### src/rtl/sbr_pkg.sv
package sbr_pkg;

  localparam int REG_W  = 8;
  localparam int RATE_W = 3;
  localparam int PRE_W  = 4;

  localparam logic [REG_W-1:0] CFG_RESET_VAL = 8'h00;
  localparam logic [REG_W-1:0] CFG_BOOT_VAL  = 8'h33;
  localparam logic [REG_W-1:0] CFG_STORE_MASK = 8'hBF;

  typedef struct packed {
    logic              tst_clr;
    logic              rsvd;
    logic [1:0]        pre_sel;
    logic              tst_chk;
    logic [RATE_W-1:0] rate;
  } cfg_reg_t;

  function automatic logic [PRE_W-1:0] pre_factor(input logic [1:0] sel);
    logic [PRE_W-1:0] f;
    case (sel)
      2'b00:   f = PRE_W'(1);
      2'b01:   f = PRE_W'(3);
      2'b10:   f = PRE_W'(4);
      default: f = PRE_W'(13);
    endcase
    return f;
  endfunction

endpackage

### src/rtl/sbr_rst_sync.sv
module sbr_rst_sync #(
  parameter int STAGES = 2
) (
  input  logic clk,
  input  logic rst_n,
  output logic rst_n_sync
);

  logic [STAGES-1:0] chain_q;
  logic [STAGES-1:0] chain_d;

  generate
    if (STAGES == 1) begin : g_one
      assign chain_d = 1'b1;
    end else begin : g_many
      assign chain_d = {chain_q[STAGES-2:0], 1'b1};
    end
  endgenerate

  always_ff @(posedge clk or negedge rst_n) begin
    if (!rst_n) chain_q <= '0;
    else        chain_q <= chain_d;
  end

  assign rst_n_sync = chain_q[STAGES-1];

endmodule

### src/rtl/sbr_cfg_reg.sv
module sbr_cfg_reg
  import sbr_pkg::*;
(
  input  logic              clk,
  input  logic              rst_n,
  input  logic              boot_mode,
  input  logic              wr_en,
  input  logic [REG_W-1:0]  wr_data,
  output logic [REG_W-1:0]  rd_data,
  output logic [1:0]        pre_sel_o,
  output logic [RATE_W-1:0] rate_o,
  output logic              restart_o
);

  logic [REG_W-1:0] reg_q, reg_d;
  logic             strap_q, strap_d;
  cfg_reg_t         view;

  always_comb begin
    reg_d   = reg_q;
    strap_d = 1'b0;
    if (wr_en) begin
      reg_d = wr_data & CFG_STORE_MASK;
    end else if (strap_q) begin
      reg_d = boot_mode ? CFG_BOOT_VAL : CFG_RESET_VAL;
    end
  end

  always_ff @(posedge clk or negedge rst_n) begin
    if (!rst_n) begin
      reg_q   <= CFG_RESET_VAL;
      strap_q <= 1'b1;
    end else begin
      reg_q   <= reg_d;
      strap_q <= strap_d;
    end
  end

  assign view      = cfg_reg_t'(reg_q);
  assign rd_data   = reg_q;
  assign pre_sel_o = view.pre_sel;
  assign rate_o    = view.rate;
  assign restart_o = wr_en | strap_q;

  AST_WR_STORE: assert property (@(posedge clk) disable iff (!rst_n)
    wr_en |=> rd_data == ($past(wr_data) & CFG_STORE_MASK));
  AST_RD_HOLD: assert property (@(posedge clk) disable iff (!rst_n)
    (!wr_en && !strap_q) |=> $stable(rd_data));
  AST_BOOT_LOAD: assert property (@(posedge clk) disable iff (!rst_n)
    (strap_q && !wr_en && boot_mode) |=> rd_data == CFG_BOOT_VAL);

endmodule

### src/rtl/sbr_div_chain.sv
module sbr_div_chain
  import sbr_pkg::*;
#(
  parameter int OS_RATIO = 16
) (
  input  logic              clk,
  input  logic              rst_n,
  input  logic              bus_ce,
  input  logic              restart,
  input  logic [1:0]        pre_sel,
  input  logic [RATE_W-1:0] rate,
  output logic              os_tick_o,
  output logic              bit_tick_o
);

  localparam int  CNT_W   = PRE_W + (2 ** RATE_W) - 1;
  localparam int  OS_W    = (OS_RATIO > 1) ? $clog2(OS_RATIO) : 1;
  localparam bit  OS_POW2 = (OS_RATIO == (2 ** OS_W));

  logic [CNT_W-1:0] div_val, term;
  logic [CNT_W-1:0] cnt_q, cnt_d;
  logic [OS_W-1:0]  sub_q, sub_d, sub_nxt;
  logic             sub_last;
  logic             os_q, os_d;
  logic             bit_q, bit_d;

  assign div_val = CNT_W'(pre_factor(pre_sel)) << rate;
  assign term    = div_val - CNT_W'(1);

  generate
    if (OS_POW2) begin : g_sub_wrap
      assign sub_last = &sub_q;
      assign sub_nxt  = sub_q + OS_W'(1);
    end else begin : g_sub_cmp
      assign sub_last = (sub_q == OS_W'(OS_RATIO - 1));
      assign sub_nxt  = sub_last ? '0 : sub_q + OS_W'(1);
    end
  endgenerate

  always_comb begin
    cnt_d = cnt_q;
    sub_d = sub_q;
    os_d  = 1'b0;
    bit_d = 1'b0;
    if (restart) begin
      cnt_d = '0;
      sub_d = '0;
    end else if (bus_ce) begin
      if (cnt_q == term) begin
        cnt_d = '0;
        os_d  = 1'b1;
        sub_d = sub_nxt;
        bit_d = sub_last;
      end else begin
        cnt_d = cnt_q + CNT_W'(1);
      end
    end
  end

  always_ff @(posedge clk or negedge rst_n) begin
    if (!rst_n) begin
      cnt_q <= '0;
      sub_q <= '0;
      os_q  <= 1'b0;
      bit_q <= 1'b0;
    end else begin
      cnt_q <= cnt_d;
      sub_q <= sub_d;
      os_q  <= os_d;
      bit_q <= bit_d;
    end
  end

  assign os_tick_o  = os_q;
  assign bit_tick_o = bit_q;

  AST_CNT_BOUND: assert property (@(posedge clk) disable iff (!rst_n)
    cnt_q <= term);
  AST_BIT_WITH_OS: assert property (@(posedge clk) disable iff (!rst_n)
    bit_tick_o |-> os_tick_o);
  AST_IDLE_HOLD: assert property (@(posedge clk) disable iff (!rst_n)
    (!bus_ce && !restart) |=> ($stable(cnt_q) && !os_tick_o));
  AST_RESTART_QUIET: assert property (@(posedge clk) disable iff (!rst_n)
    restart |=> (!os_tick_o && !bit_tick_o && cnt_q == '0));

endmodule

### src/rtl/sbr_baudgen.sv
module sbr_baudgen
  import sbr_pkg::*;
#(
  parameter int OS_RATIO   = 16,
  parameter int RST_STAGES = 2
) (
  input  logic             clk,
  input  logic             rst_n,
  input  logic             boot_mode,
  input  logic             bus_ce,
  input  logic             wr_en,
  input  logic [REG_W-1:0] wr_data,
  output logic [REG_W-1:0] rd_data,
  output logic             os_tick,
  output logic             bit_tick
);

  logic              rst_n_s;
  logic [1:0]        pre_sel;
  logic [RATE_W-1:0] rate;
  logic              restart;

  sbr_rst_sync #(.STAGES(RST_STAGES)) u_rst (
    .clk        (clk),
    .rst_n      (rst_n),
    .rst_n_sync (rst_n_s)
  );

  sbr_cfg_reg u_cfg (
    .clk       (clk),
    .rst_n     (rst_n_s),
    .boot_mode (boot_mode),
    .wr_en     (wr_en),
    .wr_data   (wr_data),
    .rd_data   (rd_data),
    .pre_sel_o (pre_sel),
    .rate_o    (rate),
    .restart_o (restart)
  );

  sbr_div_chain #(.OS_RATIO(OS_RATIO)) u_div (
    .clk        (clk),
    .rst_n      (rst_n_s),
    .bus_ce     (bus_ce),
    .restart    (restart),
    .pre_sel    (pre_sel),
    .rate       (rate),
    .os_tick_o  (os_tick),
    .bit_tick_o (bit_tick)
  );

endmodule

### config.mk
export PLATFORM = sky130hd
export DESIGN_NAME = sbr_baudgen
export DESIGN_NICKNAME = d
export VERILOG_FILES = /design/src/rtl/sbr_pkg.sv /design/src/rtl/sbr_rst_sync.sv /design/src/rtl/sbr_cfg_reg.sv /design/src/rtl/sbr_div_chain.sv /design/src/rtl/sbr_baudgen.sv
export SDC_FILE = /design/constraint.sdc
export NUM_CORES = 1
export LEC_CHECK = 0
export BUFFER_PORTS_ARGS = -buffer_cell sky130_fd_sc_hd__buf_2
export CORE_MARGIN = 2
export CORE_UTILIZATION = 29
export CTS_CLUSTER_DIAMETER = 100
export CTS_CLUSTER_SIZE = 16
export DETAILED_ROUTE_END_ITERATION = 6
export PLACE_DENSITY = 0.42
export SLEW_MARGIN = 10
export SYNTH_ARGS = -nofsm -noshare
export SYNTH_HDL_FRONTEND = slang
export SYNTH_SLANG_ARGS = --single-unit
### constraint.sdc
create_clock -name clk -period 1 [get_ports clk]
set_input_delay 0.1 -clock clk [delete_from_list [all_inputs] [get_ports clk]]
set_output_delay 0.1 -clock clk [all_outputs]
set_load 0.05 [all_outputs]
Word-level counts from Yosys, hierarchy flattened --
Index checks and enable logic that the tools add are counted. W data, S select, Z words.
Storage, ports and cells: flip-flop bits (word level) 28, input bits 13, output and inout port bits 10, word-level logic and storage cells 37
Cells by class: $add $sub $neg 3, equality and inequality tests 3, shift-type cells 1, muxes and demuxes 16, bitwise gates (word level) 1, reduce and logical (&&, ||, !) cells 6
Operators by type and width (count):
- $mux W11 | 3
- $mux W8 | 2
- $mux W4 | 3
- $pmux W4 S3 | 1
- $add A11 B1 Y11 const B | 1
- $eq A11 B11 Y1 | 1
- $shl A4 B3 Y11 | 1
- $sub A11 B1 Y11 const B | 1
- $mux W1 | 6
- $mux W6 | 1
- $reduce_bool A2 Y1 | 3
- $add A4 B1 Y4 const B | 1
- $reduce_and A4 Y1 | 1
- $eq A2 B1 Y1 const B | 1
- $eq A2 B2 Y1 const B | 1
- $logic_not A2 Y1 | 1
- $reduce_and A2 Y1 | 1
- $or A1 B1 Y1 | 1

Longest topological paths before layout --
Gate-level depths: netlist (run 1).
word-level depth 8, mapped depth 14, depth with buffers taken out 12

Hierarchy --
From an unflattened synthesis (run 1), not the netlist that was laid out.
Unflattened totals: cells, all modules 221, area total of the unflattened synthesis 2042.0 um^2
Modules (own cells, without submodules):
- sbr_div_chain | times used 1, cells an instance 184, area an instance 1607.8 um^2, sequential area each 425.4 um^2
- sbr_cfg_reg | times used 1, cells an instance 34, area an instance 380.4 um^2, sequential area each 201.4 um^2
- sbr_rst_sync | times used 1, cells an instance 3, area an instance 53.8 um^2, sequential area each 50.0 um^2

Worst setup path after synthesis (run 1) --
Ideal clock, no wire load.
path type register to register, start point reg u_cfg.reg_q[5] (netlist: u_cfg.rd_data[5]), end point reg u_div.sub_q[2], setup time 66 ps, data arrival time 3271 ps, required time 934 ps, slack -2337 ps, stages on the path, launching flop included 14, buffers on the path 1, clock period less this slack 3337 ps, path through dfrtp_1 > buf_6 > inv_1 > maj3_1 > nand2_1 > ha_1 > xnor2_1 > nand3_1 > or4_1 > o221ai_2 > nand4_2 > a21o_4 > or4_1 > nand2_1
Between the ends: longest elaborated chain between the ends 7, elaborated cells between the ends (all ways) 9, those cells by class add/sub: 1; eq/ne: 3; shift: 1; mux: 1; reduce/logical: 3
RTL lines:
- start: declaration | line sbr_cfg_reg.sv:15 | logic [REG_W-1:0] reg_q, reg_d;
- start signal: assignment | line sbr_cfg_reg.sv:34 | reg_q <= reg_d;
- $eq A2 B2 Y1, or another cell as far along | line sbr_pkg.sv:21 | case (sel)
- $pmux W4 S3 (*) | line sbr_pkg.sv:21
- $shl A4 B3 Y11 (*) | line sbr_div_chain.sv:27 | assign div_val = CNT_W'(pre_factor(pre_sel)) << rate;
- $sub A11 B1 Y11 (*) | line sbr_div_chain.sv:28 | assign term = div_val - CNT_W'(1);
- $eq A11 B11 Y1 (*) | line sbr_div_chain.sv:49 | if (cnt_q == term) begin
- $reduce_bool A2 Y1 (no line) (*)
- $reduce_and A2 Y1 (no line) (*)
- end signal: assignment | line sbr_div_chain.sv:68 | sub_q <= sub_d;
- end: declaration | line sbr_div_chain.sv:22 | logic [OS_W-1:0] sub_q, sub_d, sub_nxt;
Every way passes the cells marked *; elsewhere a longest branch is shown, timed or not. A chain may end at the register's enable or synchronous reset.

Final worst setup path (run 1) --
start point reg u_cfg.reg_q[0] (netlist: u_cfg.rd_data[0]), end point reg u_div.sub_q[3]
Between the ends: longest elaborated chain between the ends 5
RTL lines (line):
- $shl A4 B3 Y11 | sbr_div_chain.sv:27
- $sub A11 B1 Y11 | sbr_div_chain.sv:28
- $eq A11 B11 Y1 | sbr_div_chain.sv:49
- $reduce_bool A2 Y1 (no line)
- $reduce_and A2 Y1 (no line)
No other way between the ends.

==> flow_summary_export.csv, run 1 <==
group,metric,value,unit
routing,final_antenna_net_count,0,
sta,slew_violations,0,
power,peakVddDrop,0.591,mV
placed_design,placed_cells,366,
yosys,synthDistinctLibCells,60,
die,core_area,0.00672,mm2
yosys,netlist_top_cells_area,"dfrtp_1 33%, nand2_1 5.5%, xor2_1 4.9%",
yosys,synth-seq-cells,27,
layout,final_common_cell,"buf_4",
yosys,yosysSeqAreaShare,34.1,%
layout,stdcell_count,386,
status,outcome,"complete, but fails checks",
routing,first_pass_iters,4,
die,die_area,0.00752,mm2
yosys,avgSynthCellArea,8.94,um2
sta,min_period,2.64,ns
routing,num_vias,1899,
global_routing,top_usage_layer,"met2",
worst_setup_path,reg2reg_setup_slack,-1.64,ns
sta,fin_crit_sh,264,%
worst_setup_path,rr_startpoint,"u_cfg.rd_data[0]",
placed_design,pre_cts_ws,-1.65,ns
worst_setup_path,ff2ff_path_depth,11,
sta,finalHoldViolations,0,
flow_run,cap_violations,0,
worst_setup_path,worstPathMaxFanout,6,
yosys,synth_edf_count,0,
yosys,synth_top_area_share,32.8,%
yosys,yosysTopAreaCell,"dfrtp_1",
status,violations,"negative setup slack",
die,row_count,30,
clock_tree,root_buffer,"clkbuf_8",
routing,viasPerCell,4.92,
sta,grt_setup_unrepaired,"true",
yosys,netlist_area,0.00199,mm2
clock_tree,clk_path_buf_depth,2,
clock_tree,cts_num_sinks,27,
global_routing,grt_max_degree,18,
die,start_util,29.6,%
global_routing,grt_pass1_vias,1832,
worst_hold_path,hold_depth,3,
die,die_y,86.7,um
die,ioPinCount,23,
clock_tree,cts_buffers,3,
worst_setup_path,worst_r2r_endpoint,"u_div.sub_q[3]",
global_routing,use_met3,1.33,%
routing,drt-total-wl,5.40,mm
worst_hold_path,hold_path_class,"input pin to register",
placed_design,port_buffers,20,
sta,tns,-27.99,ns
clock_tree,clk_pin_slew,0.10,ns
yosys,netlist_instances,222,
die,fp.dieW,86.7,um
layout,syn2layout_area_growth,49.4,%
worst_hold_path,hp-start,"wr_data[1]",
yosys,yosysWarnings,0,
layout,final_cell_mix,"67 x buf_4, 28 x nand2_1, 21 x dfrtp_1",
layout,final_layout_size_suffix_gt1_share,45.8,%
power,total_power,2970,uW
worst_setup_path,startpoint,"u_cfg.rd_data[0]",
global_routing,grt_pass1_wl,8.85,mm
sta,hold_slack,0.0258,ns
sta,finClkSkew,0.00205,ns
global_routing,met1_usage,20.6,%
power,p_per_area,1000,mW/mm2
global_routing,grt_use_total,14.9,%
sta,setup_viol,29,
sta,fin_ws,-1.64,ns
worst_setup_path,cp-start-kind,"register",
global_routing,antenna_found_initial,0,
yosys,synth_flop_cell,"dfrtp_1",
layout,n_antenna_cell,0,
worst_setup_path,critPathKind,"register to register",
routing,drcViolationCount,0,
clock_tree,h-tree-depth,1,
worst_hold_path,hold_end,"u_cfg.rd_data[1]",
placed_design,post-dp-hpwl,4.06,mm
routing,wire_per_inst,14.0,um
placed_design,gp_congestion,0.819,
clock_tree,clock_latency,0.28,ns
worst_setup_path,cp-end-kind,"register",
global_routing,overflow,0,
global_routing,grt_util_met2,24.1,%
routing,drtIter0Drc,74,
sta,fmax,379,MHz
worst_setup_path,cp.arrival,2.87,ns
power,p_leak,0.00128,uW
worst_setup_path,cp.required,1.23,ns
yosys,synthArstFlopShare,100,%
layout,finalNetCount,323,
clock_tree,cts_tree,"done",
[synth_stat cells (2+ instances only)]
cell / count
nand4_1: 3
xor2_1: 11
conb_1: 2
a21oi_1: 10
xnor2_1: 5
a31oi_1: 7
nand2b_1: 2
nand3_1: 12
buf_6: 4
a211o_1: 2
or4_1: 3
o211ai_1: 4
o31ai_1: 2
o32a_1: 2
nand3b_1: 6
nor3_1: 9
nand2_1: 29
nand4b_1: 2
ha_1: 3
o2111ai_1: 2
buf_4: 2
or2_1: 2
buf_2: 4
inv_1: 5
dfrtp_1: 26
a22o_1: 2
or3_1: 2
or2_2: 3
mux2i_1: 6
or3b_1: 2
clkbuf_1: 6
o21ai_0: 5
nor2_1: 10
[worst max path at each step]
stage                     end  slack [ns]
2_1_floorplan  u_div.sub_q[2]       -1.86
6_report       u_div.sub_q[3]       -1.64
3_5_place_dp   u_div.sub_q[3]       -1.65
4_1_cts        u_div.sub_q[3]       -1.63
5_1_grt        u_div.sub_q[2]       -1.76
3_3_place_gp   u_div.sub_q[3]       -1.59
[per-stage QoR]
| stage | util, % | area (um2) |
|---|---|---|
| after floorplan | - | 2040 |
| after global placement | 38.1 | 2560 |
| after detailed placement | 38.1 | 2560 |
| after CTS | 41.5 | 2790 |
| after global routing | 44.2 | 2970 |
| final | 44.2 | 2970 |
[cells by family after synthesis]
kind of cell	synth area share (%)
compound gates	18.3
xor+xnor	7.06
fa+ha+maj	2.39
buf+inv	7.06
flops	34.1
mux	3.02
other cells	0.378
simple gates	27.7
[per-layer routing]
metal / vias up / part of all wire (%)
met1: 896 / 48
met4: 0 / 2.4
li1: 967 / -
met2: 25 / 47
met5: - / 0
met3: 11 / 2.2
[sequential cells by signal, indices dropped and copies added (netlist names)]
signal and flops:
u_cfg.rd_data 7, u_cfg.strap_q 1, u_div.bit_tick_o 1, u_div.cnt_q 11
u_div.os_tick_o 1, u_div.sub_q 4, u_rst.chain_q 2
[what timing repair did]
item / CTS / global route
hold buffers: 1 / 0
pin swaps: 3 / 12
resized for setup: 36 / 15
gates cloned: 0 / 1
hold endpoints to repair: 2 / 0
setup buffers: 6 / 9
setup endpoints to repair: 31 / 31
[critical path: stages, from the launching register on]
cell and delay (ns):
dfrtp_2 0.45, maj3_2 0.32, nand2_2 0.08, ha_4 0.17, xnor2_4 0.13, nand3_2 0.08
or4_4 0.42, o221ai_2 0.08, nand4_2 0.15, a21o_4 0.25, or4_1 0.40, nand2_1 0.07
[where the power goes]
| part | internal [uW] | total (uW) | switching [uW] |
|---|---|---|---|
| clock network | 284 | 653 | 369 |
| registers | 1130 | 1170 | 36.9 |
| logic | 573 | 1160 | 583 |
| total | 1990 | 2970 | 990 |
[final cells by class]
cell class / instances / area, um2
Clock buffer: 3 / 41.3
Multi-Input combinational cell: 173 / 1290
Clock inverter: 1 / 7.51
Tap cell: 80 / 100
Sequential cell: 27 / 683
Fill cell: 639 / 3750
Inverter: 6 / 30.0
Timing Repair Buffer: 96 / 818
No activity file was read; power rests on OpenSTA's default activity.
==> inputs of run 2 (changes only) <==
--- a/config.mk
+++ b/config.mk
@@ -11,7 +11,7 @@
 export CTS_CLUSTER_DIAMETER = 100
 export CTS_CLUSTER_SIZE = 16
 export DETAILED_ROUTE_END_ITERATION = 6
-export PLACE_DENSITY = 0.42
+export PLACE_DENSITY = 0.44
 export SLEW_MARGIN = 10
 export SYNTH_ARGS = -nofsm -noshare
 export SYNTH_HDL_FRONTEND = slang
==> constraint.sdc (replaced) <==
create_clock -name clk -period 2.2 [get_ports clk]
set_input_delay 0.22 -clock clk [delete_from_list [all_inputs] [get_ports clk]]
set_output_delay 0.22 -clock clk [all_outputs]
set_load 0.05 [all_outputs]
==> flow_summary_export.csv, run 2 (synthesized netlist as in run 1, its figures left out) <==
group,metric,value,unit
worst_setup_path,cp-start-kind,"register",
sta,fmax,388,MHz
global_routing,antenna_found_initial,0,
power,power.share.combinational,33.7,%
layout,n_antenna_cell,0,
global_routing,grt_max_degree,19,
routing,wire_per_inst,14.6,um
layout,final_cell_mix,"37 x buf_4, 28 x nand2_1, 21 x dfrtp_1",
worst_hold_path,hold_path_class,"input pin to register",
clock_tree,cts_num_sinks,27,
sta,finalHoldViolations,0,
clock_tree,cts_tree,"done",
die,row_count,30,
sta,finClkSkew,0.00827,ns
global_routing,met1_usage,21.5,%
clock_tree,clk_path_buf_depth,2,
worst_setup_path,cp-end-kind,"register",
global_routing,grt_use_total,14.4,%
sta,min_period,2.58,ns
worst_setup_path,crit_path_max_incr_delay,0.44,ns
power,seqPwrFrac,43.1,%
global_routing,overflow,0,
die,die_y,86.7,um
layout,fillers,692,
global_routing,top_usage_layer,"met2",
placed_design,gp_congestion,0.790,
clock_tree,clk_pin_slew,0.10,ns
die,fp.dieW,86.7,um
die,core_area,0.00672,mm2
sta,fin_ws,-0.377,ns
layout,final_layout_size_suffix_gt1_share,37.6,%
layout,regMostFlops,"u_div.cnt_q",
status,violations,"negative setup slack",
routing,num_vias,1813,
worst_hold_path,hold_end,"u_cfg.rd_data[1]",
power,internal_power,823,uW
worst_setup_path,critPathBufInv,2,
layout,stdcell_count,351,
clock_tree,root_buffer,"clkbuf_8",
power,total_power,1240,uW
placed_design,port_buffers,20,
status,outcome,"complete, but fails checks",
worst_setup_path,worst_r2r_endpoint,"u_div.sub_q[2]",
sta,slew_violations,0,
global_routing,grt_util_met2,21.7,%
sta,setup_viol,17,
worst_hold_path,hp-start,"wr_data[1]",
worst_setup_path,critPathSlowestCell,"dfrtp_2",
routing,drtIter0Drc,45,
layout,syn2layout_area_growth,28.0,%
routing,drcViolationCount,0,
worst_setup_path,cp.required,2.42,ns
die,ioPinCount,23,
layout,largest_register_ffs,11,
global_routing,use_met3,1.43,%
die,start_util,29.6,%
die,die_area,0.00752,mm2
power,peakVddDrop,0.228,mV
worst_setup_path,rr_startpoint,"u_cfg.rd_data[5]",
layout,seqCellArea,683,um2
sta,grt_setup_unrepaired,"true",
power,p_switching,417,uW
power,sw_frac_of_total,33.6,%
clock_tree,clock_latency,0.27,ns
worst_hold_path,hold_depth,3,
sta,tns,-5.30,ns
clock_tree,h-tree-depth,1,
worst_setup_path,cp.arrival,2.80,ns
placed_design,placed_cells,340,
layout,final_common_cell,"buf_4",
flow_run,cap_violations,0,
sta,fin_crit_sh,117,%
layout,multi_input_area,0.00126,mm2
routing,drt-total-wl,5.13,mm
global_routing,grt_pass1_vias,1723,
routing,final_antenna_net_count,0,
layout,finalNetCount,288,
worst_setup_path,path_cells,"inv_2 > maj3_2 > nand2_2 > ha_4 > buf_4 > a41oi_4 > a2111oi_4 > nand4_2 > a21o_4 > or4_1 > nand2_1",
routing,first_pass_iters,4,
sta,hold_slack,0.147,ns
power,p_per_area,488,mW/mm2
routing,viasPerCell,5.17,
worst_setup_path,critPathKind,"register to register",
power,p_leak,0.00106,uW
clock_tree,cts_buffers,3,
worst_setup_path,ff2ff_path_depth,11,
power,p_clk_share,23.2,%
placed_design,pre_cts_ws,-0.426,ns
placed_design,post-dp-hpwl,3.85,mm
worst_setup_path,crit_family,"compound AO/OA/AOI/OAI gates",
global_routing,grt_pass1_wl,8.69,mm
worst_setup_path,worstPathMaxFanout,6,
worst_setup_path,reg2reg_setup_slack,-0.38,ns
[run 2: changes by cell type in the layout (fill, tap and decap cells not counted), sizes merged]
cell,delta
clkbuf,-2
buf,-33
[run 2: per-stage QoR]
stage	utilization (%)	instance area (um2)
2_1_floorplan	-	2020
3_3_place_gp	35.1	2360
6_report	37.8	2540
5_1_grt	37.8	2540
4_1_cts	37.3	2500
3_5_place_dp	35.1	2360
[run 2: worst min-delay path: stages]
cell     delay [ns]
buf_2          0.07
nand2_1        0.04
o21ai_0        0.05
[run 2: repair_timing]
action,4_1_cts,5_1_grt
hold buffers,1,0
setup endpoints to repair,17,17
hold endpoints to repair,2,0
setup buffers,4,2
resized for setup,10,3
gates cloned,0,0
pin swaps,4,8
[run 2: worst max-delay path by stage]
stage / startpoint / endpoint / slack [ns] / depth (start not counted)
final: u_cfg.rd_data[5] / u_div.sub_q[2] / -0.38 / 11
after global routing: u_cfg.rd_data[5] / u_div.sub_q[3] / -0.53 / 12
after CTS: u_cfg.rd_data[5] / u_div.sub_q[2] / -0.41 / 12
after detailed placement: u_cfg.rd_data[5] / u_div.sub_q[2] / -0.43 / 12
after global placement: u_cfg.rd_data[4] / u_div.sub_q[3] / -0.39 / 9
after floorplan: u_cfg.rd_data[4] / u_div.sub_q[2] / -0.66 / 13
[run 2: cell type report]
class	instances	share of cell area, %
Sequential cell	27	26.9
Tap cell	80	3.94
Timing Repair Buffer	61	16.9
Multi-Input combinational cell	173	49.5
Clock inverter	1	0.295
Inverter	6	0.886
Clock buffer	3	1.62
[run 2: power groups by stage]
| stage | sequential, uW | clock [uW] | combinational (uW) |
|---|---|---|---|
| 2_1_floorplan | 583 | 0 | 236 |
| 5_1_grt | 539 | 330 | 454 |
| 6_report | 535 | 288 | 418 |
| 3_3_place_gp | 544 | 0 | 396 |
| 3_5_place_dp | 545 | 0 | 394 |
| 4_1_cts | 536 | 311 | 409 |
[run 2: layer usage]
metal,part of all wire [%],up-vias
met2,44,39
met5,0,-
met4,2.5,0
met3,3.4,10
li1,-,898
met1,50,866
